===== src/rtl/hline_pkg.sv =====
package hline_pkg;
  localparam int FIELD_W = 4;
  localparam int NSEG    = 6;
  localparam int NFIELD  = 1 << FIELD_W;

  // field code (upper position bits) at which line wraps
  localparam logic [FIELD_W-1:0] F_WRAP = 4'hE;

  // first and last field code covered by each segment
  localparam logic [FIELD_W-1:0] SEG_FIRST [NSEG] = '{4'h0, 4'h1, 4'h2, 4'h3, 4'h4, 4'hC};
  localparam logic [FIELD_W-1:0] SEG_LAST  [NSEG] = '{4'h0, 4'h1, 4'h2, 4'h3, 4'hB, 4'hD};

  typedef logic [NSEG-1:0] seg_vec_t;

  // mask of field codes belonging to segment k
  function automatic logic [NFIELD-1:0] seg_mask(input int k);
    logic [NFIELD-1:0] m;
    m = '0;
    for (int f = 0; f < NFIELD; f++)
      if (f >= int'(SEG_FIRST[k]) && f <= int'(SEG_LAST[k])) m[f] = 1'b1;
    return m;
  endfunction

  // next position with wrap taken from the field code
  function automatic logic [8:0] step_pos(input logic [8:0] p);
    logic [8:0] inc;
    inc = p + 9'd1;
    if (inc[8:5] == F_WRAP && inc[4:0] == 5'd0) inc = '0;
    return inc;
  endfunction
endpackage


===== src/rtl/hline_counter.sv =====
module hline_counter
  import hline_pkg::*;
#(
  parameter int CNT_W = 9
) (
  input  logic             clk,
  input  logic             rst,
  output logic [CNT_W-1:0] pos_q,
  output logic [CNT_W-1:0] pos_d
);
  localparam int LOW_W    = CNT_W - FIELD_W;
  localparam int LINE_LEN = int'(F_WRAP) << LOW_W;
  localparam logic [CNT_W-1:0] LAST = CNT_W'(LINE_LEN - 1);

  logic [CNT_W-1:0] pos_inc;
  logic             wrap_hit;

  assign pos_inc  = pos_q + CNT_W'(1);
  assign wrap_hit = (pos_inc[CNT_W-1 -: FIELD_W] == F_WRAP) &&
                    (pos_inc[LOW_W-1:0] == '0);
  assign pos_d    = rst ? '0 : (wrap_hit ? '0 : pos_inc);

  always_ff @(posedge clk) pos_q <= pos_d;

  assert_step_R1: assert property (@(posedge clk) disable iff (rst)
    (pos_q != LAST) |=> (pos_q == $past(pos_q) + CNT_W'(1)));
  assert_wrap_R1: assert property (@(posedge clk) disable iff (rst)
    (pos_q == LAST) |=> (pos_q == '0));
  assert_in_range_R1: assert property (@(posedge clk) disable iff (rst)
    pos_q <= LAST);
endmodule


===== src/rtl/hline_decode.sv =====
module hline_decode
  import hline_pkg::*;
#(
  parameter int CNT_W = 9
) (
  input  logic [CNT_W-1:0] nxt,
  output seg_vec_t         seg_d,
  output seg_vec_t         stb_d
);
  localparam int LOW_W = CNT_W - FIELD_W;

  logic [NFIELD-1:0] fld_hot;
  logic              low_zero;

  assign low_zero = (nxt[LOW_W-1:0] == '0);

  // one-of-sixteen decode of the upper position bits
  for (genvar g = 0; g < NFIELD; g++) begin : g_fld
    assign fld_hot[g] = (nxt[CNT_W-1 -: FIELD_W] == FIELD_W'(g));
  end

  for (genvar k = 0; k < NSEG; k++) begin : g_seg
    assign seg_d[k] = |(fld_hot & seg_mask(k));
    assign stb_d[k] = fld_hot[SEG_FIRST[k]] & low_zero;
  end
endmodule


===== src/rtl/hline_outreg.sv =====
module hline_outreg
  import hline_pkg::*;
(
  input  logic     clk,
  input  logic     rst,
  input  seg_vec_t seg_d,
  input  seg_vec_t stb_d,
  output seg_vec_t seg_q,
  output seg_vec_t stb_q
);
  localparam seg_vec_t FIRST_ONLY = seg_vec_t'(1);

  always_ff @(posedge clk) begin
    if (rst) begin
      seg_q <= FIRST_ONLY;
      stb_q <= FIRST_ONLY;
    end else begin
      seg_q <= seg_d;
      stb_q <= stb_d;
    end
  end

  assert_onehot_R3: assert property (@(posedge clk) disable iff (rst)
    $onehot(seg_q));
  assert_stb_single_R5: assert property (@(posedge clk) disable iff (rst)
    $onehot0(stb_q));
  assert_hold_R6: assert property (@(posedge clk) disable iff (rst)
    (!$past(rst) && stb_q == '0) |-> $stable(seg_q));
  assert_stb_enables_R4: assert property (@(posedge clk) disable iff (rst)
    (stb_q != '0) |-> (stb_q == seg_q));
endmodule


===== src/rtl/hline_timer.sv =====
module hline_timer
  import hline_pkg::*;
#(
  parameter int CNT_W = 9
) (
  input  logic             clk,
  input  logic             rst,
  output logic [CNT_W-1:0] pos,
  output logic [NSEG-1:0]  seg_en,
  output logic [NSEG-1:0]  bnd_stb
);
  localparam int LOW_W = CNT_W - FIELD_W;

  logic [CNT_W-1:0] pos_next;
  seg_vec_t         seg_next;
  seg_vec_t         stb_next;

  hline_counter #(.CNT_W(CNT_W)) u_cnt (
    .clk(clk), .rst(rst), .pos_q(pos), .pos_d(pos_next)
  );

  hline_decode #(.CNT_W(CNT_W)) u_dec (
    .nxt(pos_next), .seg_d(seg_next), .stb_d(stb_next)
  );

  hline_outreg u_out (
    .clk(clk), .rst(rst), .seg_d(seg_next), .stb_d(stb_next),
    .seg_q(seg_en), .stb_q(bnd_stb)
  );

  assert_reset_R2: assert property (@(posedge clk)
    rst |=> (pos == '0 && seg_en == seg_vec_t'(1) && bnd_stb == seg_vec_t'(1)));

  for (genvar k = 0; k < NSEG; k++) begin : g_chk
    assert_stb_pos_R5: assert property (@(posedge clk) disable iff (rst)
      bnd_stb[k] |-> (pos[CNT_W-1 -: FIELD_W] == SEG_FIRST[k] && pos[LOW_W-1:0] == '0));
    assert_seg_range_R4: assert property (@(posedge clk) disable iff (rst)
      seg_en[k] |-> (pos[CNT_W-1 -: FIELD_W] >= SEG_FIRST[k] &&
                     pos[CNT_W-1 -: FIELD_W] <= SEG_LAST[k]));
  end
endmodule


===== config.mk =====
export PLATFORM = sky130hd
export DESIGN_NAME = hline_timer
export DESIGN_NICKNAME = d
export VERILOG_FILES = /design/src/rtl/hline_pkg.sv /design/src/rtl/hline_counter.sv /design/src/rtl/hline_decode.sv /design/src/rtl/hline_outreg.sv /design/src/rtl/hline_timer.sv
export SDC_FILE = /design/constraint.sdc
export NUM_CORES = 1
export LEC_CHECK = 0
export BUFFER_PORTS_ARGS = -buffer_cell sky130_fd_sc_hd__buf_2
export CAP_MARGIN = 20
export CORE_UTILIZATION = 56
export DETAILED_ROUTE_END_ITERATION = 8
export PLACE_DENSITY_LB_ADDON = 0.05
export SLEW_MARGIN = 20
export SYNTH_ARGS = -nofsm -noshare
export SYNTH_HDL_FRONTEND = slang
export SYNTH_SLANG_ARGS = --single-unit

===== constraint.sdc =====
create_clock -name clk -period 3.2 [get_ports clk]
set_input_delay 0.8 -clock clk [delete_from_list [all_inputs] [get_ports clk]]
set_output_delay 0.8 -clock clk [all_outputs]
set_load 0.005 [all_outputs]

; Word-level counts from Yosys, hierarchy flattened
; Index checks and enable logic that the tools add are counted.
[totals]
elab_cells = 32
in_bits = 2
register_bits = 21
out_inout_bits = 21
[op_classes]
eq_ne = 14
bitwise_logic = 6
n_mux = 2
reduce_logical = 6
add_sub_neg = 1
[ops]
columns = cell, count
row1 = $eq 4x4->1 const B, 7
row2 = $mux 9, 2
row3 = $eq 4x3->1 const B, 4
row4 = $logic_not 5->1, 2
row5 = $add 9x1->9 const B, 1
row6 = $eq 4x2->1 const B, 2
row7 = $reduce_or 8->1, 1
row8 = $and 1x1->1, 6
row9 = $eq 4x1->1 const B, 1
row10 = $logic_not 4->1, 1
row11 = $reduce_or 2->1, 1
row12 = $logic_and 1x1->1, 1

; Longest topological paths before layout
; Gate-level depths: netlist (run 1).
[logic_depth]
depth_word = 7
mapped_depth = 8
mapped_depth_nobuf = 7

; By module
; A second synthesis (run 1) with hierarchy kept.
[unflattened]
hier_cells = 95
hier_area_um2 = 980.9
[modules_own_cells]
columns = module, instances, area_per_inst_um2, seq_area_each_um2, cells_each
row1 = hline_counter, 1, 479.2, 180.2, 51
row2 = hline_outreg, 1, 326.6, 240.2, 25
row3 = hline_decode, 1, 175.2, 0.0, 19

; Least setup slack after synthesis (run 1)
; No wires, ideal clock.
[synth_timing]
path_kind = input-to-reg
start = in rst
end = reg u_out.stb_q[4]
path_buffers = 1
required_time_ns = 3.108
setup_ns = 0.092
stages = 5
setup_slack_ns = 1.409
arrival_time_ns = 1.699
cell_sequence = clkbuf_1 nor2_1 nor2_1 a211oi_2 nor4_1
[synth_between]
elab_chain_cells = 3
elab_cells_between_ends = 4
classes_between = eq/ne (1) / mux (1) / bitwise (1) / reduce/logical (1)
[synth_lines]
columns = element, line_no
row1 = start: declaration, hline_timer.sv:7  ; input logic rst,
row2 = $mux 9, hline_counter.sv:21  ; assign pos_d = rst ? '0 : (wrap_hit ? '0 : pos_inc);
row3 = named net pos_next[4], hline_timer.sv:14  ; logic [CNT_W-1:0] pos_next;
row4 = $logic_not 5->1, hline_decode.sv:15  ; assign low_zero = (nxt[LOW_W-1:0] == '0);
row5 = $and 1x1->1, hline_decode.sv:24  ; assign stb_d[k] = fld_hot[SEG_FIRST[k]] & low_zero;
row6 = end signal: assignment, hline_outreg.sv:19  ; stb_q <= stb_d;
row7 = end: declaration, hline_outreg.sv:9  ; output seg_vec_t stb_q
; The timed path passes the listed nets, and every way through them passes these cells.
; A chain may end at the register's enable or synchronous reset.

; Worst setup path in the final report (run 1)
[layout_timing]
start = reg u_cnt.pos_q[0]
end = reg u_out.stb_q[0]
[layout_between]
elab_chain_cells = 7
elab_cells_between_ends = 9
classes_between = add/sub (1) / eq/ne (1) / mux (2) / bitwise (1) / reduce/logical (4)
[layout_lines]
columns = element, line_no
row1 = start: declaration, hline_counter.sv:8  ; output logic [CNT_W-1:0] pos_q,
row2 = start signal: assignment, hline_counter.sv:23  ; always_ff @(posedge clk) pos_q <= pos_d;
row3 = $add 9x1->9 (*), hline_counter.sv:18  ; assign pos_inc = pos_q + CNT_W'(1);
row4 = $eq 4x4->1 or $logic_not 5->1 (tied branches), "hline_counter.sv:19, hline_counter.sv:20"
row5 = $logic_and 1x1->1, hline_counter.sv:19  ; assign wrap_hit = (pos_inc[CNT_W-1 -: FIELD_W] == F_WRAP) &&
row6 = $mux 9 (*) (2 in series), hline_counter.sv:21
row7 = named net pos_next[4], hline_timer.sv:14
row8 = $logic_not 5->1 (*), hline_decode.sv:15
row9 = $and 1x1->1 (*), hline_decode.sv:24
; Mark *: on every way through the listed nets, which the timed path passes. The rest lies on a longest branch.

==> summary.md, run 1 <==
| Metric | Value |
|---|---|
| Status | complete, no violations |
| Maximum buffer depth of the clock tree | 2 |
| I/O Buffers | 22 |
| Initial Utilization | 0.606 |
| Clk Latency, worst-skew pair | 310 ps |
| H-tree levels | 1 |
| R2r worst-path depth | 7 |
| HP Start | u_cnt.pos_q[0] |
| WP buf/inv | 0 |
| Via density | 5.63 |
| DR DRC count | 0 |
| Setup TNS | 0 ps |
| Critical Path Start Type | register |
| Crit Path Category | register to register |
| # diodes | 0 |
| Drt pass-1 iters | 5 |
| Layout cells sized above 1 | 0.307 |
| Synth Area per Inst | 8.99 µm² |
| Fillers | 164 |
| Clock Skew | 13.2 ps |
| Int Pwr | ~0.32 mW |
| HP Class | register to register |
| NetSw | 0.110 mW |
| Post-DP HPWL | around 1600 µm |
| DRT iter0 DRCs | 12 |
| Endpoint class of the critical path | register |
| Total GRT Usage | 0.224 |
| Die width | 45.7 µm |
| Worst slew pin tran | between 400 and 500 ps |
| Clk sinks | 21 |
| Final min period | 2100 ps |
| Synth Flop Type | dfxtp_1 |
| Net count reported at finish | 141 |
| Register Area | 420 µm² |
| Number of synthesized flops with an enable pin | 0 |
| R2R setup slack | 1100 ps |
| Fin crit share | 0.658 |
| Leakage | 0.503 nW |
| Clock Power Share | 0.299 |
| Multi-input gate area | 582 µm² |
| Hold EP | u_cnt.pos_q[0] |
| CP max-delay cell | ha_1 |
| Reg power frac | 0.624 |
| FP Rows | 15 |
| Asr flop ratio synth | 0 |
| Initial antenna violation count | 0 |
| Critical-path cell list | ha_1 > nand3_1 > xor2_1 > nor2_1 > nor2_1 > a211oi_2 > a221oi_1 |
| Total Wirelength | 2110 µm |
| Gp weighted congestion | slightly below 0.9 |
| Syn nets | 122 |
| Crit path top cell by count | nor2_1 |
| Setup Slack @ Placement | 1140 ps |
| Cell area after layout | about 1200 µm² |
| Top delay family on crit path | adder cells |
| Post-CTS Setup Bufs | 0 |
| Die area | 2090 µm² |
| Max incr delay on CP | approximately 490 ps |
| Root Buffer | clkbuf_4 |
| Wire per inst | 13.0 µm |
| Clock-pin slew on the worst setup and hold paths | 130 ps |
| Grt total ovfl | 0 |
| Hold_buf cts | 0 |
| ANT nets after route | 0 |
| Relative slew slack | 0.691 |
| P&R area growth vs syn | 11.2% |
| Final setup vio count | 0 |
| Total of max-cap violations | 0 |
| Final Max Slew Viols | 0 |
| First-pass GRT wire length | 3360 µm |
| Final setup margin | 1100 ps |
| Yosys reg bits | 21 |
| # IOs | 23 |
| DIE HEIGHT | about 46 µm |
| Post-Synthesis Cells | 119 |
| Worst r2r src | u_cnt.pos_q[0] |
| Yosys warns | 0 |
| Power density over the cells | 365 nW/µm² |
| VDD IR-drop max | 0.332 mV |
| Largest net degree at the start of global routing | 16 |
| Post-CTS Resized | 0 |
| Hold path depth | 1 |
| CP Data Arrival Time | 2280 ps |
| Switch share | 0.252 |
| Vias post-DR | roughly 910 |
| Leading cell type in the layout, fill and taps excluded | buf_2 |
| R2R Path End | u_out.stb_q[0] |
| Fin. Hold Viols | 0 |
| Commonest cells after routing, fill and taps aside | buf_2 (22), dfxtp_1 (21), nor2_1 (9), o21ai_0 (9), nor2_2 (7) |
| Post-Syn Area | 1070 µm² |
| Post-synthesis sequential area ratio | 0.393 |
| Max Clk Rate | roughly 0.48 GHz |
| Critical-path maximum fanout | 12 |
| Unique masters post-synth | 39 |
| Total power | about 0.43 mW |
| Placed cell area | 1160 µm² |
| TritonCTS clock tree | yes |
| Logic pwr share | 0.076 |
| WP data required | around 3400 ps |
| RSZ-0062 raised after global routing | false |
| Core ar. | 1760 µm² |
| Vias in the first global route | 785 |
| Number of buffers created by CTS | 3 |
-- through the flow --
stage / hold slack, ps / util / cells
finish: 515 / 0.674 / 162
global route: 537 / 0.674 / 162
CTS: 518 / 0.674 / 162
detailed placement: 488 / 0.659 / 158
global placement: 478 / 0.659 / 158
floorplan: 480 / - / 119
-- worst max-delay path by stage --
| stage | start | to | slack, ps | depth (start not counted) |
|---|---|---|---|---|
| 3_5_place_dp | u_cnt.pos_q[0] | u_cnt.pos_q[2] | 1140 | 6 |
| 3_3_place_gp | u_cnt.pos_q[0] | u_out.seg_q[4] | 1200 | 6 |
| 4_1_cts | u_cnt.pos_q[0] | u_out.stb_q[0] | 1100 | 6 |
| 6_report | u_cnt.pos_q[0] | u_out.stb_q[0] | 1100 | 7 |
| 5_1_grt | u_cnt.pos_q[0] | u_out.stb_q[0] | 940 | 6 |
| 2_1_floorplan | rst | u_out.stb_q[4] | 1410 | 5 |
-- worst reg2reg max path: stages (launching register included) --
cell      delay, ps
dfxtp_1         450
ha_1            490
nand3_1         170
xor2_1          170
nor2_1          130
nor2_1           90
a211oi_2        370
a221oi_1        100
-- area by class of cell --
class / count / area share
multi-input combinational: 85 / 0.489
sequential: 21 / 0.353
inverter: 5 / 0.0158
clock inverter: 1 / 0.00421
timing repair buffer: 22 / 0.0925
tap: 25 / 0.0263
clock buffer: 3 / 0.0189
-- metal layers --
layer / part of all wire / global-route usage / vias to the layer above / routed length [µm]
li1: - / - / 451 / -
met1: 0.47 / 0.326 / 429 / 989
met2: 0.48 / 0.311 / 28 / 1000
met3: 0.036 / 0.0397 / 4 / 77
met4: 0.019 / 0.118 / 0 / 41
met5: 0 / 0 / - / 0
-- registers in the layout, indices dropped and copies added, names as in the netlist --
signal / cells
u_cnt.pos_q: 9
u_out.stb_q: 6
u_out.seg_q: 6
-- power groups by stage --
| stage | Sequential, mW | Combinational (mW) | Clock, mW |
|---|---|---|---|
| 6_report | 0.271 | 0.0331 | 0.130 |
| 4_1_cts | 0.271 | 0.0329 | 0.133 |
| 5_1_grt | 0.272 | 0.0370 | 0.147 |
| 2_1_floorplan | 0.276 | 0.0266 | 0 |
| 3_5_place_dp | 0.277 | 0.0328 | 0 |
| 3_3_place_gp | 0.277 | 0.0323 | 0 |
-- synthesized netlist by cell type (2+ instances only) --
cell type	instances	share of area
and3_1	3	0.018
and2_1	2	0.012
nor2_2	7	0.041
buf_2	3	0.014
nor4_1	2	0.012
nor2_1	9	0.032
xnor2_1	6	0.049
buf_4	2	0.014
a22oi_1	2	0.014
xor2_1	4	0.033
nor2b_1	3	0.018
nand3_1	5	0.023
nand4_1	3	0.018
o21ai_0	9	0.042
o211a_1	2	0.019
dfxtp_1	21	0.39
nor3_1	3	0.014
nand2_1	6	0.021
inv_1	5	0.018
or3_1	2	0.012
clkbuf_1	2	0.0070
-- logic make-up after synthesis --
| group | after synthesis | synth area share |
|---|---|---|
| simple gates | 54 | 0.302 |
| flops | 21 | 0.393 |
| compound gates | 20 | 0.149 |
| buf+inv | 13 | 0.0632 |
| xor+xnor | 10 | 0.0819 |
| fa+ha+maj | 1 | 0.0117 |
(Power assumes the default switching activity.)
==> inputs of run 2 (changes only) <==
--- a/config.mk
+++ b/config.mk
@@ -7,7 +7,7 @@
 export LEC_CHECK = 0
 export BUFFER_PORTS_ARGS = -buffer_cell sky130_fd_sc_hd__buf_2
 export CAP_MARGIN = 20
-export CORE_UTILIZATION = 56
+export CORE_UTILIZATION = 47
 export DETAILED_ROUTE_END_ITERATION = 8
 export PLACE_DENSITY_LB_ADDON = 0.05
 export SLEW_MARGIN = 20
==> constraint.sdc (replaced) <==
create_clock -name clk -period 1.85 [get_ports clk]
set_input_delay 0.4625 -clock clk [delete_from_list [all_inputs] [get_ports clk]]
set_output_delay 0.4625 -clock clk [all_outputs]
set_load 0.005 [all_outputs]
==> summary.md, run 2 (same netlist as run 1, synthesis figures left out) <==
| Metric | Value |
|---|---|
| Grt total ovfl | 0 (unchanged) |
| Status | complete, no violations (unchanged) |
| Total GRT Usage | 0.207 (was 0.224) |
| Clk sinks | 21 (unchanged) |
| R2R setup slack | 80 ps (was 1100 ps) |
| Multi-input gate area | 641 µm² (was 582 µm²) |
| DIE HEIGHT | 49.7 µm (was 45.7 µm) |
| Clock-pin slew on the worst setup and hold paths | 120 ps (was 130 ps) |
| Number of buffers created by CTS | 3 (unchanged) |
| Worst r2r src | u_cnt.pos_q[0] (unchanged) |
| R2R Path End | u_out.seg_q[0] (was u_out.stb_q[0]) |
| Crit Path Category | register to register (unchanged) |
| Int Pwr | 0.580 mW (was 0.325 mW) |
| WP data required | 2040 ps (was 3380 ps) |
| HP Class | register to register (unchanged) |
| Power density over the cells | 565 nW/µm² (was 365 nW/µm²) |
| Vias post-DR | 945 (was 912) |
| CP endpoint | u_out.seg_q[0] (was u_out.stb_q[0]) |
| H-tree levels | 1 (unchanged) |
| Leakage | 0.587 nW (was 0.503 nW) |
| CP Data Arrival Time | 1970 ps (was 2280 ps) |
| DRT iter0 DRCs | 32 (was 12) |
| Via density | 5.31 (was 5.63) |
| R2r worst-path depth | 7 (unchanged) |
| TritonCTS clock tree | yes (unchanged) |
| Final setup vio count | 0 (unchanged) |
| I/O Buffers | 22 (unchanged) |
| Maximum buffer depth of the clock tree | 2 (unchanged) |
| Switch share | 0.255 (was 0.252) |
| Clk Latency, worst-skew pair | 310 ps (about the same) |
| Clock Power Share | 0.289 (was 0.299) |
| Commonest cells after routing, fill and taps aside | buf_2 (22), dfxtp_1 (16), buf_4 (13) (was buf_2 (22), dfxtp_1 (21), nor2_1 (9), o21ai_0 (9), nor2_2 (7)) |
| Core ar. | 2040 µm² (was 1760 µm²) |
| RSZ-0062 raised after global routing | true (was false) |
| # diodes | 0 (unchanged) |
| Leading cell type in the layout, fill and taps excluded | buf_2 (unchanged) |
| Drt pass-1 iters | 4 (was 5) |
| Endpoint class of the critical path | register (unchanged) |
| FP Rows | 16 (was 15) |
| Die width | 49.7 µm (was 45.7 µm) |
| Logic pwr share | 0.109 (was 0.076) |
| Critical Path Start Type | register (unchanged) |
| Vias in the first global route | 860 (was 785) |
| Largest register FFs | 9 (unchanged) |
| Biggest regs | u_cnt.pos_q: 9 flops, u_out.seg_q: 6 flops, u_out.stb_q: 6 flops (unchanged) |
| DR DRC count | 0 (unchanged) |
| Gp weighted congestion | 0.899 (was 0.870) |
| Critical-path maximum fanout | 12 (unchanged) |
| Clock Skew | 6.54 ps (was 13.2 ps) |
| Wire per inst | 13.7 µm (was 13.0 µm) |
| Hold_buf cts | 0 (unchanged) |
| VDD IR-drop max | 0.510 mV (was 0.332 mV) |
| Initial Utilization | 0.524 (was 0.606) |
| P&R area growth vs syn | 28.8% (was 11.2%) |
| Layout cells sized above 1 | 0.477 (was 0.307) |
| First-pass GRT wire length | 3860 µm (was 3360 µm) |
| Die area | 2470 µm² (was 2090 µm²) |
| Net count reported at finish | 155 (was 141) |
| Register Area | 429 µm² (was 420 µm²) |
| Total Wirelength | 2430 µm (was 2110 µm) |
| Fillers | 193 (was 164) |
| NetSw | 0.198 mW (was 0.110 mW) |
| Root Buffer | clkbuf_4 (unchanged) |
| Setup TNS | 0 ps (unchanged) |
| # IOs | 23 (unchanged) |
| Initial antenna violation count | 0 (unchanged) |
| Total of max-cap violations | 0 (unchanged) |
| ANT nets after route | 0 (unchanged) |
| Hold slack final | 459 ps (was 515 ps) |
| Reg power frac | 0.602 (was 0.624) |
| Worst setup startpoint | u_cnt.pos_q[0] (unchanged) |
| Largest reg by FF count | u_cnt.pos_q (unchanged) |
| Final min period | 1770 ps (was 2100 ps) |
| Fin crit share | 0.959 (was 0.658) |
| Largest net degree at the start of global routing | 15 (was 16) |
| Relative slew slack | 0.705 (was 0.691) |
| Post-DP HPWL | 1750 µm (was 1570 µm) |
| Final Max Slew Viols | 0 (unchanged) |
| Worst slew pin tran | 437 ps (was 458 ps) |
| Max Clk Rate | 0.564 GHz (was 0.475 GHz) |
| Fin. Hold Viols | 0 (unchanged) |
| Post-CTS Setup Bufs | 0 (unchanged) |
[run 2: changes by cell type in the layout (fill, tap and decap cells not counted), sizes merged]
cell,previous run,this run
buf,22,36
[run 2: final cells by class]
cell class	instances	share of cell area
multi-input combinational	85	0.465
inverter	5	0.0136
tap	27	0.0245
sequential	21	0.312
timing repair buffer	36	0.165
clock buffer	3	0.0163
clock inverter	1	0.00363
[run 2: timing repair]
item	4_1_cts	5_1_grt
gates resized for setup	3	16
setup endpoints to repair	10	6
pin swaps	0	2
[run 2: routing by layer]
layer / track usage / routed length [µm]
met5: 0 / 0
met4: 0.114 / 12
met3: 0.0401 / 122
met2: 0.322 / 1180
met1: 0.266 / 1110
[run 2: worst min-delay path by stage]
stage | start | end | slack [ps] | cells after the start
2_1_floorplan | u_cnt.pos_q[0] | u_cnt.pos_q[0] | 480 | 1
3_3_place_gp | u_cnt.pos_q[0] | u_cnt.pos_q[0] | 470 | 1
3_5_place_dp | u_cnt.pos_q[0] | u_cnt.pos_q[0] | 490 | 1
4_1_cts | u_cnt.pos_q[0] | u_cnt.pos_q[0] | 470 | 1
5_1_grt | u_cnt.pos_q[0] | u_cnt.pos_q[0] | 470 | 1
6_report | u_cnt.pos_q[0] | u_cnt.pos_q[0] | 460 | 1
[run 2: power groups by stage]
stage / clock network [mW] / registers, mW / logic, mW
after floorplan: 0 / 0.477 / 0.0460
after global placement: 0 / 0.478 / 0.0743
after detailed placement: 0 / 0.478 / 0.0756
after CTS: 0.237 / 0.469 / 0.0768
after global routing: 0.251 / 0.470 / 0.0922
final: 0.225 / 0.469 / 0.0845
[run 2: stage by stage]
stage                     std cells  setup WS [ps]  utilization  power, mW  instance area [µm²]
after floorplan                 119           84.6            -      0.523                 1070
after global placement          174           9.46        0.628      0.552                 1280
after detailed placement        174          -49.5        0.628      0.554                 1280
after CTS                       178           18.4        0.644      0.782                 1320
after global routing            178          -13.2        0.675      0.814                 1380
final                           178           75.8        0.675      0.778                 1380
[run 2: critical path, cell delays in order, from the launching register on]
cell and delay (ps):
dfxtp_4 400, ha_2 200, buf_12 140, nor2_1 50, o211a_1 240, or2_4 280
a41oi_4 210, a22oi_1 130
